`config.mk`:
```
export PLATFORM = sky130hd
export DESIGN_NAME = alu8_unit
export DESIGN_NICKNAME = d
export VERILOG_FILES = /design/src/rtl/alu8_pkg.sv /design/src/rtl/alu8_addsub.sv /design/src/rtl/alu8_bitops.sv /design/src/rtl/alu8_decadj.sv /design/src/rtl/alu8_pairadd.sv /design/src/rtl/alu8_unit.sv
export SDC_FILE = /design/constraint.sdc
export NUM_CORES = 1
export LEC_CHECK = 0
export BUFFER_PORTS_ARGS = -buffer_cell sky130_fd_sc_hd__buf_2
export CAP_MARGIN = 20
export CORE_ASPECT_RATIO = 2
export CORE_MARGIN = 5
export CORE_UTILIZATION = 57
export CTS_CLUSTER_SIZE = 14
export DETAILED_ROUTE_END_ITERATION = 8
export GPL_TIMING_DRIVEN = 0
export PLACE_DENSITY_LB_ADDON = 0.12
export SYNTH_ARGS = -nofsm -noshare
export SYNTH_HDL_FRONTEND = slang
export SYNTH_SLANG_ARGS = --single-unit
```
`constraint.sdc`:
```
create_clock -name clk -period 1.05 [get_ports clk]
set_clock_uncertainty 0.1 [all_clocks]
set_input_delay 0.105 -clock clk [delete_from_list [all_inputs] [get_ports clk]]
set_output_delay 0.105 -clock clk [all_outputs]
set_load 0.02 [all_outputs]
```
`src/rtl/alu8_pkg.sv`:
```
package alu8_pkg;

  localparam int DW  = 8;
  localparam int NW  = DW / 2;
  localparam int PW  = 2 * DW;
  localparam int OPW = 5;
  localparam int FW  = 5;

  typedef enum logic [OPW-1:0] {
    OP_ADD = 5'd0,  OP_ADC = 5'd1,  OP_SUB = 5'd2,  OP_SBB = 5'd3,
    OP_CMP = 5'd4,  OP_AND = 5'd5,  OP_XOR = 5'd6,  OP_OR  = 5'd7,
    OP_INC = 5'd8,  OP_DEC = 5'd9,  OP_RLC = 5'd10, OP_RRC = 5'd11,
    OP_RAL = 5'd12, OP_RAR = 5'd13, OP_CMA = 5'd14, OP_STC = 5'd15,
    OP_CMC = 5'd16, OP_DAA = 5'd17, OP_DAD = 5'd18
  } alu_op_e;

  typedef struct packed {
    logic s;
    logic z;
    logic ac;
    logic p;
    logic cy;
  } flags_t;

  function automatic logic even_par(input logic [DW-1:0] v);
    return ~^v;
  endfunction

  function automatic logic [DW:0] add_w(input logic [DW-1:0] a,
                                        input logic [DW-1:0] b,
                                        input logic cin);
    return {1'b0, a} + {1'b0, b} + {{DW{1'b0}}, cin};
  endfunction

  function automatic logic nib_carry(input logic [NW-1:0] a,
                                     input logic [NW-1:0] b,
                                     input logic cin);
    logic [NW:0] t;
    t = {1'b0, a} + {1'b0, b} + {{NW{1'b0}}, cin};
    return t[NW];
  endfunction

  function automatic flags_t with_szp(input logic [DW-1:0] r, input flags_t f);
    flags_t o;
    o   = f;
    o.s = r[DW-1];
    o.z = (r == '0);
    o.p = even_par(r);
    return o;
  endfunction

endpackage

```
`src/rtl/alu8_addsub.sv`:
```
module alu8_addsub
  import alu8_pkg::*;
(
  input  logic [OPW-1:0] op,
  input  logic [DW-1:0]  a,
  input  logic [DW-1:0]  b,
  input  flags_t         fi,
  output logic [DW-1:0]  r,
  output flags_t         fo
);

  logic [DW-1:0] opb;
  logic          cin;
  logic          invert;
  logic          keep_cy;
  logic [DW:0]   sum;
  logic          carry7;
  logic          carry3;

  always_comb begin
    opb     = b;
    cin     = 1'b0;
    invert  = 1'b0;
    keep_cy = 1'b0;
    case (op)
      OP_ADC: cin = fi.cy;
      OP_SUB, OP_CMP: begin
        opb = ~b; cin = 1'b1; invert = 1'b1;
      end
      OP_SBB: begin
        opb = ~b; cin = ~fi.cy; invert = 1'b1;
      end
      OP_INC: begin
        opb = '0; cin = 1'b1; keep_cy = 1'b1;
      end
      OP_DEC: begin
        opb = '1; cin = 1'b0; invert = 1'b1; keep_cy = 1'b1;
      end
      default: ;
    endcase
  end

  assign sum    = add_w(a, opb, cin);
  assign carry7 = sum[DW];
  assign carry3 = nib_carry(a[NW-1:0], opb[NW-1:0], cin);

  always_comb begin
    r     = sum[DW-1:0];
    fo    = with_szp(r, fi);
    fo.ac = carry3 ^ invert;
    fo.cy = keep_cy ? fi.cy : (carry7 ^ invert);
  end

endmodule

```
`src/rtl/alu8_bitops.sv`:
```
module alu8_bitops
  import alu8_pkg::*;
(
  input  logic [OPW-1:0] op,
  input  logic [DW-1:0]  a,
  input  logic [DW-1:0]  b,
  input  flags_t         fi,
  output logic [DW-1:0]  r,
  output flags_t         fo
);

  always_comb begin
    r  = a;
    fo = fi;
    case (op)
      OP_AND: begin
        r = a & b; fo = with_szp(r, fi); fo.ac = 1'b1; fo.cy = 1'b0;
      end
      OP_XOR: begin
        r = a ^ b; fo = with_szp(r, fi); fo.ac = 1'b0; fo.cy = 1'b0;
      end
      OP_OR: begin
        r = a | b; fo = with_szp(r, fi); fo.ac = 1'b0; fo.cy = 1'b0;
      end
      OP_RLC: begin
        r = {a[DW-2:0], a[DW-1]}; fo.cy = a[DW-1];
      end
      OP_RRC: begin
        r = {a[0], a[DW-1:1]}; fo.cy = a[0];
      end
      OP_RAL: begin
        r = {a[DW-2:0], fi.cy}; fo.cy = a[DW-1];
      end
      OP_RAR: begin
        r = {fi.cy, a[DW-1:1]}; fo.cy = a[0];
      end
      OP_CMA: r = ~a;
      OP_STC: fo.cy = 1'b1;
      OP_CMC: fo.cy = ~fi.cy;
      default: ;
    endcase
  end

endmodule

```
`src/rtl/alu8_decadj.sv`:
```
module alu8_decadj
  import alu8_pkg::*;
(
  input  logic [DW-1:0] a,
  input  flags_t        fi,
  output logic [DW-1:0] r,
  output flags_t        fo
);

  localparam logic [NW-1:0] NIB_MAX = NW'(9);
  localparam logic [DW:0]   LO_FIX  = (DW+1)'(6);
  localparam logic [DW-1:0] HI_FIX  = DW'(6) << NW;

  logic          fix_lo;
  logic          fix_hi;
  logic [DW:0]   step1;

  assign fix_lo = (a[NW-1:0] > NIB_MAX) | fi.ac;
  assign step1  = {1'b0, a} + (fix_lo ? LO_FIX : '0);
  assign fix_hi = (step1[DW-1:NW] > NIB_MAX) | fi.cy | step1[DW];

  always_comb begin
    r     = step1[DW-1:0] + (fix_hi ? HI_FIX : '0);
    fo    = with_szp(r, fi);
    fo.ac = (a[NW-1:0] > NIB_MAX);
    fo.cy = fix_hi;
  end

endmodule

```
`src/rtl/alu8_pairadd.sv`:
```
module alu8_pairadd #(
  parameter int PAIR_W = 16
) (
  input  logic [PAIR_W-1:0] hl,
  input  logic [PAIR_W-1:0] pr,
  output logic [PAIR_W-1:0] sum,
  output logic              cy
);

  logic [PAIR_W:0] wide;

  assign wide = {1'b0, hl} + {1'b0, pr};
  assign sum  = wide[PAIR_W-1:0];
  assign cy   = wide[PAIR_W];

endmodule

```
`src/rtl/alu8_unit.sv`:
```
module alu8_unit
  import alu8_pkg::*;
(
  input  logic                        clk,
  input  logic                        rst_n,
  input  logic                        in_valid,
  input  logic [alu8_pkg::OPW-1:0]    op,
  input  logic [alu8_pkg::DW-1:0]     acc_in,
  input  logic [alu8_pkg::DW-1:0]     opnd_in,
  input  logic [alu8_pkg::FW-1:0]     flags_in,
  input  logic [alu8_pkg::PW-1:0]     pair_in,
  input  logic [alu8_pkg::PW-1:0]     hl_in,
  output logic                        out_valid,
  output logic [alu8_pkg::DW-1:0]     result,
  output logic [alu8_pkg::FW-1:0]     flags_out,
  output logic [alu8_pkg::PW-1:0]     hl_out,
  output logic                        acc_we,
  output logic                        hl_we
);

  flags_t fi;
  assign fi = flags_t'(flags_in);

  // operation class decode, brought out for the checks
  logic cls_arith, cls_bits, cls_daa, cls_dad;
  logic is_rot, is_incdec, is_cmp, is_cma;
  logic writes_acc, szp_from_res;

  assign cls_arith = (op inside {OP_ADD, OP_ADC, OP_SUB, OP_SBB, OP_CMP,
                                 OP_INC, OP_DEC});
  assign cls_bits  = (op inside {OP_AND, OP_XOR, OP_OR, OP_RLC, OP_RRC,
                                 OP_RAL, OP_RAR, OP_CMA, OP_STC, OP_CMC});
  assign cls_daa   = (op == OP_DAA);
  assign cls_dad   = (op == OP_DAD);
  assign is_rot    = (op inside {OP_RLC, OP_RRC, OP_RAL, OP_RAR});
  assign is_incdec = (op inside {OP_INC, OP_DEC});
  assign is_cmp    = (op == OP_CMP);
  assign is_cma    = (op == OP_CMA);
  assign writes_acc = (cls_arith & ~is_cmp) | cls_daa |
                      (cls_bits & ~(op inside {OP_STC, OP_CMC}));
  assign szp_from_res = (cls_arith & ~is_cmp) | cls_daa |
                        (op inside {OP_AND, OP_XOR, OP_OR});

  logic [DW-1:0] r_as, r_bo, r_da;
  flags_t        f_as, f_bo, f_da;
  logic [PW-1:0] hl_sum;
  logic          hl_cy;

  alu8_addsub u_addsub (
    .op (op), .a (acc_in), .b (opnd_in), .fi (fi), .r (r_as), .fo (f_as)
  );

  alu8_bitops u_bitops (
    .op (op), .a (acc_in), .b (opnd_in), .fi (fi), .r (r_bo), .fo (f_bo)
  );

  alu8_decadj u_decadj (
    .a (acc_in), .fi (fi), .r (r_da), .fo (f_da)
  );

  alu8_pairadd #(.PAIR_W (PW)) u_pairadd (
    .hl (hl_in), .pr (pair_in), .sum (hl_sum), .cy (hl_cy)
  );

  logic [DW-1:0] nxt_res;
  flags_t        nxt_fl;
  logic [PW-1:0] nxt_hl;

  always_comb begin
    nxt_res = acc_in;
    nxt_fl  = fi;
    nxt_hl  = hl_in;
    if (cls_arith) begin
      nxt_res = is_cmp ? acc_in : r_as;
      nxt_fl  = f_as;
    end else if (cls_bits) begin
      nxt_res = r_bo;
      nxt_fl  = f_bo;
    end else if (cls_daa) begin
      nxt_res = r_da;
      nxt_fl  = f_da;
    end else if (cls_dad) begin
      nxt_hl    = hl_sum;
      nxt_fl.cy = hl_cy;
    end
  end

  logic szp_res_q;

  always_ff @(posedge clk or negedge rst_n) begin
    if (!rst_n) begin
      out_valid <= 1'b0;
      result    <= '0;
      flags_out <= '0;
      hl_out    <= '0;
      acc_we    <= 1'b0;
      hl_we     <= 1'b0;
      szp_res_q <= 1'b0;
    end else begin
      out_valid <= in_valid;
      if (in_valid) begin
        result    <= nxt_res;
        flags_out <= nxt_fl;
        hl_out    <= nxt_hl;
        acc_we    <= writes_acc;
        hl_we     <= cls_dad;
        szp_res_q <= szp_from_res;
      end else begin
        acc_we    <= 1'b0;
        hl_we     <= 1'b0;
        szp_res_q <= 1'b0;
      end
    end
  end


  valid_lat_chk: assert property (@(posedge clk) disable iff (!rst_n)
    in_valid |=> out_valid);


  we_excl_chk: assert property (@(posedge clk) disable iff (!rst_n)
    $onehot0({acc_we, hl_we}) && ((acc_we || hl_we) -> out_valid));


  szp_res_chk: assert property (@(posedge clk) disable iff (!rst_n)
    szp_res_q |-> (flags_out[4] == result[DW-1]) &&
                  (flags_out[3] == (result == '0)) &&
                  (flags_out[1] == ~^result));


  cmp_hold_chk: assert property (@(posedge clk) disable iff (!rst_n)
    (in_valid && is_cmp) |=> (!acc_we && result == $past(acc_in)));


  incdec_cy_chk: assert property (@(posedge clk) disable iff (!rst_n)
    (in_valid && is_incdec) |=> (flags_out[0] == $past(flags_in[0])));


  rot_flags_chk: assert property (@(posedge clk) disable iff (!rst_n)
    (in_valid && is_rot) |=> (flags_out[4:1] == $past(flags_in[4:1])));


  cma_flags_chk: assert property (@(posedge clk) disable iff (!rst_n)
    (in_valid && is_cma) |=> (flags_out == $past(flags_in) &&
                              result == ~$past(acc_in)));


  dad_flags_chk: assert property (@(posedge clk) disable iff (!rst_n)
    (in_valid && cls_dad) |=> (hl_we && flags_out[4:1] == $past(flags_in[4:1])));

endmodule

```
==> flow_summary.ini, run 1 <==
[placement]
finalWeightedCongestion = 0.990
place_ws_ns = -3.47
port_buffers = 91
dp_hpwl_um = 14200

[timing]
slew_violations = 0
tns_ns = -38.25
tightest_slew_ns = 0.894
hold_violations = 32
max_freq_mhz = 240
fin_crit_ns = 4.17
maxSlewHeadroom = 0.400
timing.hold.ws_ns = -0.210
setup_violations = 40
timing.final.ws_setup_ns = -3.12
finalCritPeriodShare = 3.97
rsz0062_at_grt = yes

[yosys]
synth_enable_flop_cells = 0
synth_top_area_share = 0.170
synth-seq-cells = 32
synthTopCellsByArea = dfrtp_1 (17%), ha_1 (16%), nor2_1 (5.6%)
synth_cells = 631
synth_nets = 759
synth_area_leader_cell = dfrtp_1
yosys_warnings = 0
synthFlopType = dfrtp_1
yosysMostFrequentCell = nor2_1
yosysSeqAreaShare = 0.170
ys_async_sr_fraction = 1.00
synth_cell_type_count = 70
avgSynthCellArea_um2 = 7.48
ys_top_cells_by_count = nor2_1 (70), ha_1 (62), inv_1 (55), nand2_1 (50), a21oi_1 (47)
synth_area_um2 = 4720

[grt]
antenna_found_initial = 1
grt_max_degree = 33
grt_pass1_wl_um = 33400
grt-ovfl-total = 0
grt_pass1_vias = 6397
grtUsageTotal = 0.423

[worst_setup_path]
worstPathArrival_ns = 4.24
crit_path_start = acc_in[3]
cp_max_fo = 3
cp_slowest_cell = a21oi_1
required_ns = 1.12
critical_path.startpoint_type = primary input
reg2reg_from = hl_out[8]
slowest_delay_ns = 0.63
path_class = in -> reg
endpoint_kind = flop
crit_top_cell = o311ai_4
path_cells = buf_8 -> buf_12 -> inv_6 -> a21oi_4 -> or2_4 -> ha_1 -> a21oi_1 -> nand3_4 -> o311ai_4 -> o311ai_4 -> ha_2 -> fa_2 -> or3_4 -> a21oi_2 -> nand2b_4 -> ha_4 -> xnor2_2 -> xnor2_1 -> o211ai_1 -> a31oi_2 -> nor2_1

[clock_tree]
cts_buffers = 5
cts_root_buf = clkbuf_16
h-tree-depth = 2
cts_hold_buffers = 6
clkTransAtPathRegs_ns = 0.06
clk_latency_ns = 0.28
max-clock-path-buffers = 2
cts_tree = built
cts_sinks = 32

[cells_and_area]
final_nets = 942
drive_above_1_share = 0.409
area_delta_synth_final_pct = 58.8
fill_cells = 337

[power]
ir_worst_vdd_v = 0.000913
power_frac_comb = 0.593
clock_power_share = 0.217
swShare = 0.418
p_per_area_nw_per_um2 = 1060
power.total_mw = 7.91
power.switching_mw = 3.31
leakagePower_nw = 3.38
power.share.sequential = 0.190
intPower_mw = 4.61

[detailed_routing]
drtPass1Iterations = 7
drc = 0
antenna_left = 0
vias_per_cell = 7.23
vias = 6604
routed_wl_um = 25100
routedWlPerCell_um = 27.4
drt-initial-drc-count = 927

[floorplan]
initial_utilization = 0.577
fp-row-count = 47
ioPinCount = 93
die_width_um = 74.3
fp.dieH_um = 139
fp.dieArea_um2 = 10300
coreArea_um2 = 8170

[outcome]
violations = hold timing, setup timing
status = finished with violations

[run]
cap_violations = 0

[hold_path]
min_path_type = in -> async
## sequential cells by signal, indices dropped and copies added (netlist names)
name       cells
hl_out        16
acc_we         1
result         8
hl_we          1
out_valid      1
flags_out      5
## worst max-delay path: cells and delay by family
family / cells / cell delay (ns)
AOI/OAI and AO/OA: 7 / 1.49
xor gates and xnor gates: 2 / 0.31
and+or+nand+nor: 5 / 1.00
buffers and inverters: 3 / 0.27
adders and majority gates: 4 / 1.07
## placed cells by master (no fill, tap or decap), types with 7 or more instances in the layout
master	count
buf_2	72
nor2_1	60
buf_4	59
ha_1	49
inv_1	47
nand2_1	44
a21oi_1	33
dfrtp_1	32
buf_6	27
o21ai_0	22
xnor2_1	16
buf_12	13
buf_8	13
xor2_1	12
o21ai_1	11
nand2b_1	10
o21a_1	10
a31oi_1	10
nand3_1	10
a21oi_2	10
o221ai_1	10
ha_4	9
nor2b_1	8
clkbuf_1	8
clkbuf_16	8
nor2_2	7
a2bb2oi_1	7
a21o_1	7
o21ai_2	7
## stage by stage
step / std cells / cell area [um2] / util
global route: 914 / 7490 / 0.917
floorplan: 631 / 5190 / -
global placement: 820 / 5770 / 0.705
detailed placement: 820 / 5770 / 0.705
CTS: 897 / 7100 / 0.868
finish: 914 / 7490 / 0.917
## kinds of logic (layout without fill, tap and decap cells)
kind of cell	after synthesis	count (layout)	synth area share
adder cells (fa/ha/maj)	67	67	0.186
multiplexers	2	2	0.00424
AND/OR/NAND/NOR	205	205	0.213
other	0	1	0
XOR/XNOR	35	35	0.0650
flip-flops	32	32	0.170
AO/OA/AOI/OAI	202	202	0.287
buffers and inverters	88	272	0.0756
## final cells by class
type	instances	area [um2]	area share
multi-input cells	511	4390	0.585
repair buffers	177	1430	0.190
flip-flops and latches	32	801	0.107
plain buffers	31	353	0.0471
inverters	56	234	0.0312
clock buffers	5	125	0.0167
well taps	98	123	0.0164
clock inverters	3	42.5	0.00568
diodes	1	2.50	0.000334
## power by group through the flow
stage	combinational, mW	clock (mW)	sequential, mW
detailed placement	3.30	0	1.49
global route	4.92	1.72	1.50
global placement	3.21	0	1.48
floorplan	2.14	0	1.67
CTS	4.00	1.69	1.47
finish	4.69	1.71	1.50
## path summary, 6_finish.rpt
path | end | slack, ns | cells past startpoint
setup / recovery | flags_out[1] | -3.12 | 21
hold / removal | hl_out[12] | -0.21 | 1
setup reg to reg | hl_out[8] | -0.06 | 3
hold reg to reg | hl_out[6] | 0.42 | 2
max in group asynchronous | hl_out[0] | 0.56 | 1
min in group clk | hl_out[1] | 0.02 | 3
## per-layer routing
| metal | vias up | wire [um] | GRT usage |
|---|---|---|---|
| li1 | 2656 | - | - |
| met5 | - | 0 | 0 |
| met2 | 682 | 11900 | 0.722 |
| met1 | 2985 | 7450 | 0.412 |
| met4 | 0 | 3030 | 0.373 |
| met3 | 281 | 2660 | 0.0718 |
## what timing repair did
action | CTS | global route
endpoints found under the hold margin | 38 | 32
pin swaps | 71 | 55
setup buffers | 63 | 23
gates resized for setup | 132 | 72
endpoints found under the setup margin | 32 | 41
gates cloned | 1 | 0
Power figures use the tool's default switching activity.
==> inputs of run 2 (changes only) <==
--- a/config.mk
+++ b/config.mk
@@ -8,11 +8,9 @@
 export BUFFER_PORTS_ARGS = -buffer_cell sky130_fd_sc_hd__buf_2
 export CAP_MARGIN = 20
 export CORE_ASPECT_RATIO = 2
-export CORE_MARGIN = 5
 export CORE_UTILIZATION = 57
 export CTS_CLUSTER_SIZE = 14
 export DETAILED_ROUTE_END_ITERATION = 8
-export GPL_TIMING_DRIVEN = 0
 export PLACE_DENSITY_LB_ADDON = 0.12
 export SYNTH_ARGS = -nofsm -noshare
 export SYNTH_HDL_FRONTEND = slang
==> flow_summary.ini, run 2 <==
[yosys]
synth_cell_type_count = 70
synthFlopType = dfrtp_1
yosysMostFrequentCell = nor2_1
synth-compound-area-share = 0.287
synth_cells = 631
synthTopCellsByArea = dfrtp_1 (17%), ha_1 (16%), nor2_1 (5.6%)
avgSynthCellArea_um2 = 7.48
synth.area.mux_share = 0.00424
synth_top_family_by_area = compound AO/OA/AOI/OAI gates
synthAdderAreaFrac = 0.186
synth_area_um2 = 4720
synth_enable_flop_cells = 0
synth_area_leader_cell = dfrtp_1
synth-xor-area-share = 0.0650
ys_top_cells_by_count = nor2_1 (70), ha_1 (62), inv_1 (55), nand2_1 (50), a21oi_1 (47)
synthSimpleGateAreaFrac = 0.213
yosysSeqAreaShare = 0.170
synth_top_area_share = 0.170
yosys_warnings = 0
synth_nets = 759
ys_async_sr_fraction = 1.00
synth-seq-cells = 32

[floorplan]
fp.dieH_um = 131
fp-row-count = 46
initial_utilization = 0.590
die_width_um = 66.3
ioPinCount = 93

[placement]
dp.cells = 972
finalWeightedCongestion = 1.04
dp_hpwl_um = 15600
port_buffers = 92
placed_cell_area_um2 = 6900

[outcome]
status = aborted with a tool error
haltStage = 5_1_grt
tool.error = [ERROR GRT-0116] Global routing finished with congestion. Check the congestion regions in the DRC Viewer.

[clock_tree]
h-tree-depth = 2
max-clock-path-buffers = 2
cts_buffers = 5
cts_root_buf = clkbuf_16
cts_sinks = 32

[grt]
grt_pass1_vias = 8834
grt_pass1_wl_um = 50400
grtUsageTotal = 0.775
grt_max_degree = 33
grt-ovfl-total = 139
run 2: cell counts after synthesis:
Identical to the previous run, type by type.
run 2: what timing repair did:
item                                    in CTS
pin swaps                                   71
hold buffers                                 5
hold endpoints to repair                    36
gates resized for setup                     98
endpoints found under the setup margin      34
setup buffers                               21
run 2: logic make-up after synthesis:
group,Yosys count
fa+ha+maj,67
compound gates,202
xor+xnor,35
flops,32
mux,2
simple gates,205
buf+inv,88
run 2: through the flow:
stage | hold WS [ns] | worst slack, ns
after CTS | 0.00772 | -2.59
after detailed placement | -0.0274 | -3.00
after global placement | -0.0306 | -2.82
after floorplan | -0.291 | -2.79
run 2: routing by layer:
layer | overflow | track usage
met5 | 0 | 0.0438
met4 | 46 | 0.931
met2 | 93 | 1.02
met3 | 0 | 0.486
met1 | 0 | 0.725
==> inputs of run 3 (changes only) <==
--- a/config.mk
+++ b/config.mk
@@ -7,11 +7,9 @@
 export LEC_CHECK = 0
 export BUFFER_PORTS_ARGS = -buffer_cell sky130_fd_sc_hd__buf_2
 export CAP_MARGIN = 20
-export CORE_ASPECT_RATIO = 2
-export CORE_UTILIZATION = 57
-export CTS_CLUSTER_SIZE = 14
+export CORE_UTILIZATION = 40
 export DETAILED_ROUTE_END_ITERATION = 8
-export PLACE_DENSITY_LB_ADDON = 0.12
+export PLACE_DENSITY_LB_ADDON = 0.15
 export SYNTH_ARGS = -nofsm -noshare
 export SYNTH_HDL_FRONTEND = slang
 export SYNTH_SLANG_ARGS = --single-unit
==> flow_summary.ini, run 3 (same netlist as run 1, synthesis figures left out) <==
[cells_and_area]
diodes = 0
layout_commonest_cell = buf_4
fin_area_um2 = 8150
area_delta_synth_final_pct = 72.8
top_register = hl_out
layout_common_cells = buf_4 (195), buf_2 (68), nor2_1 (58)
drive_above_1_share = 0.477
largest_register_ffs = 16
stdcell_count = 1069
final_nets = 1053
top_regs = hl_out: 16 flops, result: 8 flops, flags_out: 5 flops

[worst_setup_path]
worstPathArrival_ns = 3.69
reg2reg_from = hl_out[14]
reg2regPathDepth = 3
r2r_slack_ns = 0.08
endpoint_kind = flop
critical_path.startpoint_type = primary input
cp_max_fo = 3
r2r-end = hl_out[14]
path_class = in -> reg
required_ns = 1.13

[power]
p_per_area_nw_per_um2 = 956
power.share.sequential = 0.188
power_frac_comb = 0.621
leakagePower_nw = 3.86
intPower_mw = 4.73
swShare = 0.392
power.total_mw = 7.79
ir_worst_vdd_v = 0.00113
clock_power_share = 0.191
power.switching_mw = 3.06

[timing]
finalCritPeriodShare = 3.44
fin_crit_ns = 3.61
maxSlewHeadroom = 0.698
slew_violations = 0
max_freq_mhz = 277
tns_ns = -31.87
setup_violations = 28
hold_violations = 1
timing.final.ws_setup_ns = -2.56
timing.hold.ws_ns = -0.000813
tightest_slew_ns = 0.441
rsz0062_at_grt = yes

[floorplan]
fp-row-count = 39
initial_utilization = 0.411
fp.dieH_um = 111
coreArea_um2 = 11500
die_width_um = 111
ioPinCount = 93
fp.dieArea_um2 = 12200

[grt]
grt-ovfl-total = 0
grt_pass1_wl_um = 29400
grt_pass1_vias = 6013
grtUsageTotal = 0.294
grt_max_degree = 34
antenna_found_initial = 0

[detailed_routing]
drc = 0
drt-initial-drc-count = 443
routedWlPerCell_um = 17.6
vias_per_cell = 5.61
antenna_left = 0
routed_wl_um = 18900
drtPass1Iterations = 5
vias = 5999

[hold_path]
min_path_type = in -> reg
hp-start = hl_in[1]
hold_depth = 3
holdPathEnd = hl_out[1]

[outcome]
status = finished with violations
violations = hold timing, setup timing

[placement]
port_buffers = 92
finalWeightedCongestion = 0.910
dp.cells = 1015
placed_cell_area_um2 = 6940
dp_hpwl_um = 13900

[clock_tree]
h-tree-depth = 2
cts_root_buf = clkbuf_16
clk_latency_ns = 0.28
max-clock-path-buffers = 2
cts_sinks = 32
clkTransAtPathRegs_ns = 0.06
cts_buffers = 5
cts_tree = built

[run]
cap_violations = 0
-- run 3: layout make-up --
cell class	count	area (um2)
clock buffers	5	125
clock inverters	3	23.8
fillers	884	3320
inverters	56	220
multi-input cells	511	4280
flip-flops and latches	32	801
well taps	143	179
repair buffers	319	2530
-- run 3: worst max path at each step --
stage | to | start | slack, ns | cells past startpoint
2_1_floorplan | flags_out[1] | acc_in[3] | -2.79 | 22
3_3_place_gp | flags_out[1] | acc_in[1] | -2.86 | 22
3_5_place_dp | flags_out[1] | acc_in[1] | -2.97 | 22
4_1_cts | flags_out[1] | acc_in[2] | -2.53 | 22
5_1_grt | flags_out[1] | acc_in[1] | -2.71 | 22
6_report | flags_out[1] | acc_in[1] | -2.56 | 22
-- run 3: what timing repair did --
item	4_1_cts	5_1_grt
endpoints found under the hold margin	37	0
pin swaps	76	85
hold buffers	6	0
cloned	0	0
buffers inserted	33	30
setup endpoints to repair	34	44
resized for setup	94	83
-- run 3: power groups by stage --
stage          Clock, mW  Sequential [mW]  Combinational [mW]
2_1_floorplan          0             1.67                2.14
3_3_place_gp           0             1.47                3.75
3_5_place_dp           0             1.48                3.86
4_1_cts             1.50             1.46                4.39
5_1_grt             1.57             1.48                5.19
6_report            1.49             1.47                4.84
-- run 3: critical path: stages --
cell,delay [ns]
buf_8,0.08
inv_4,0.03
a21oi_4,0.17
or2_4,0.18
ha_4,0.14
inv_2,0.04
fa_2,0.32
and3b_2,0.31
nand3_4,0.09
o311ai_4,0.08
o311ai_4,0.16
buf_4,0.17
fa_2,0.36
or3_4,0.36
a21oi_2,0.14
nand2b_4,0.15
ha_4,0.20
xnor2_2,0.13
xnor2_1,0.15
o211ai_1,0.09
a31oi_1,0.17
nor2_1,0.06
-- run 3: through the flow --
stage	utilization	setup slack [ns]
after floorplan	-	-2.79
after global placement	0.605	-2.86
after detailed placement	0.605	-2.97
after CTS	0.678	-2.53
after global routing	0.711	-2.71
final	0.711	-2.56
-- run 3: per-layer routing --
layer  up-vias  routed length, um  track usage
met2       241               9380        0.518
met1      2822               7760        0.353
met3        70                895       0.0373
met4         0                829        0.137
met5         -                  0            0
li1       2866                  -            -
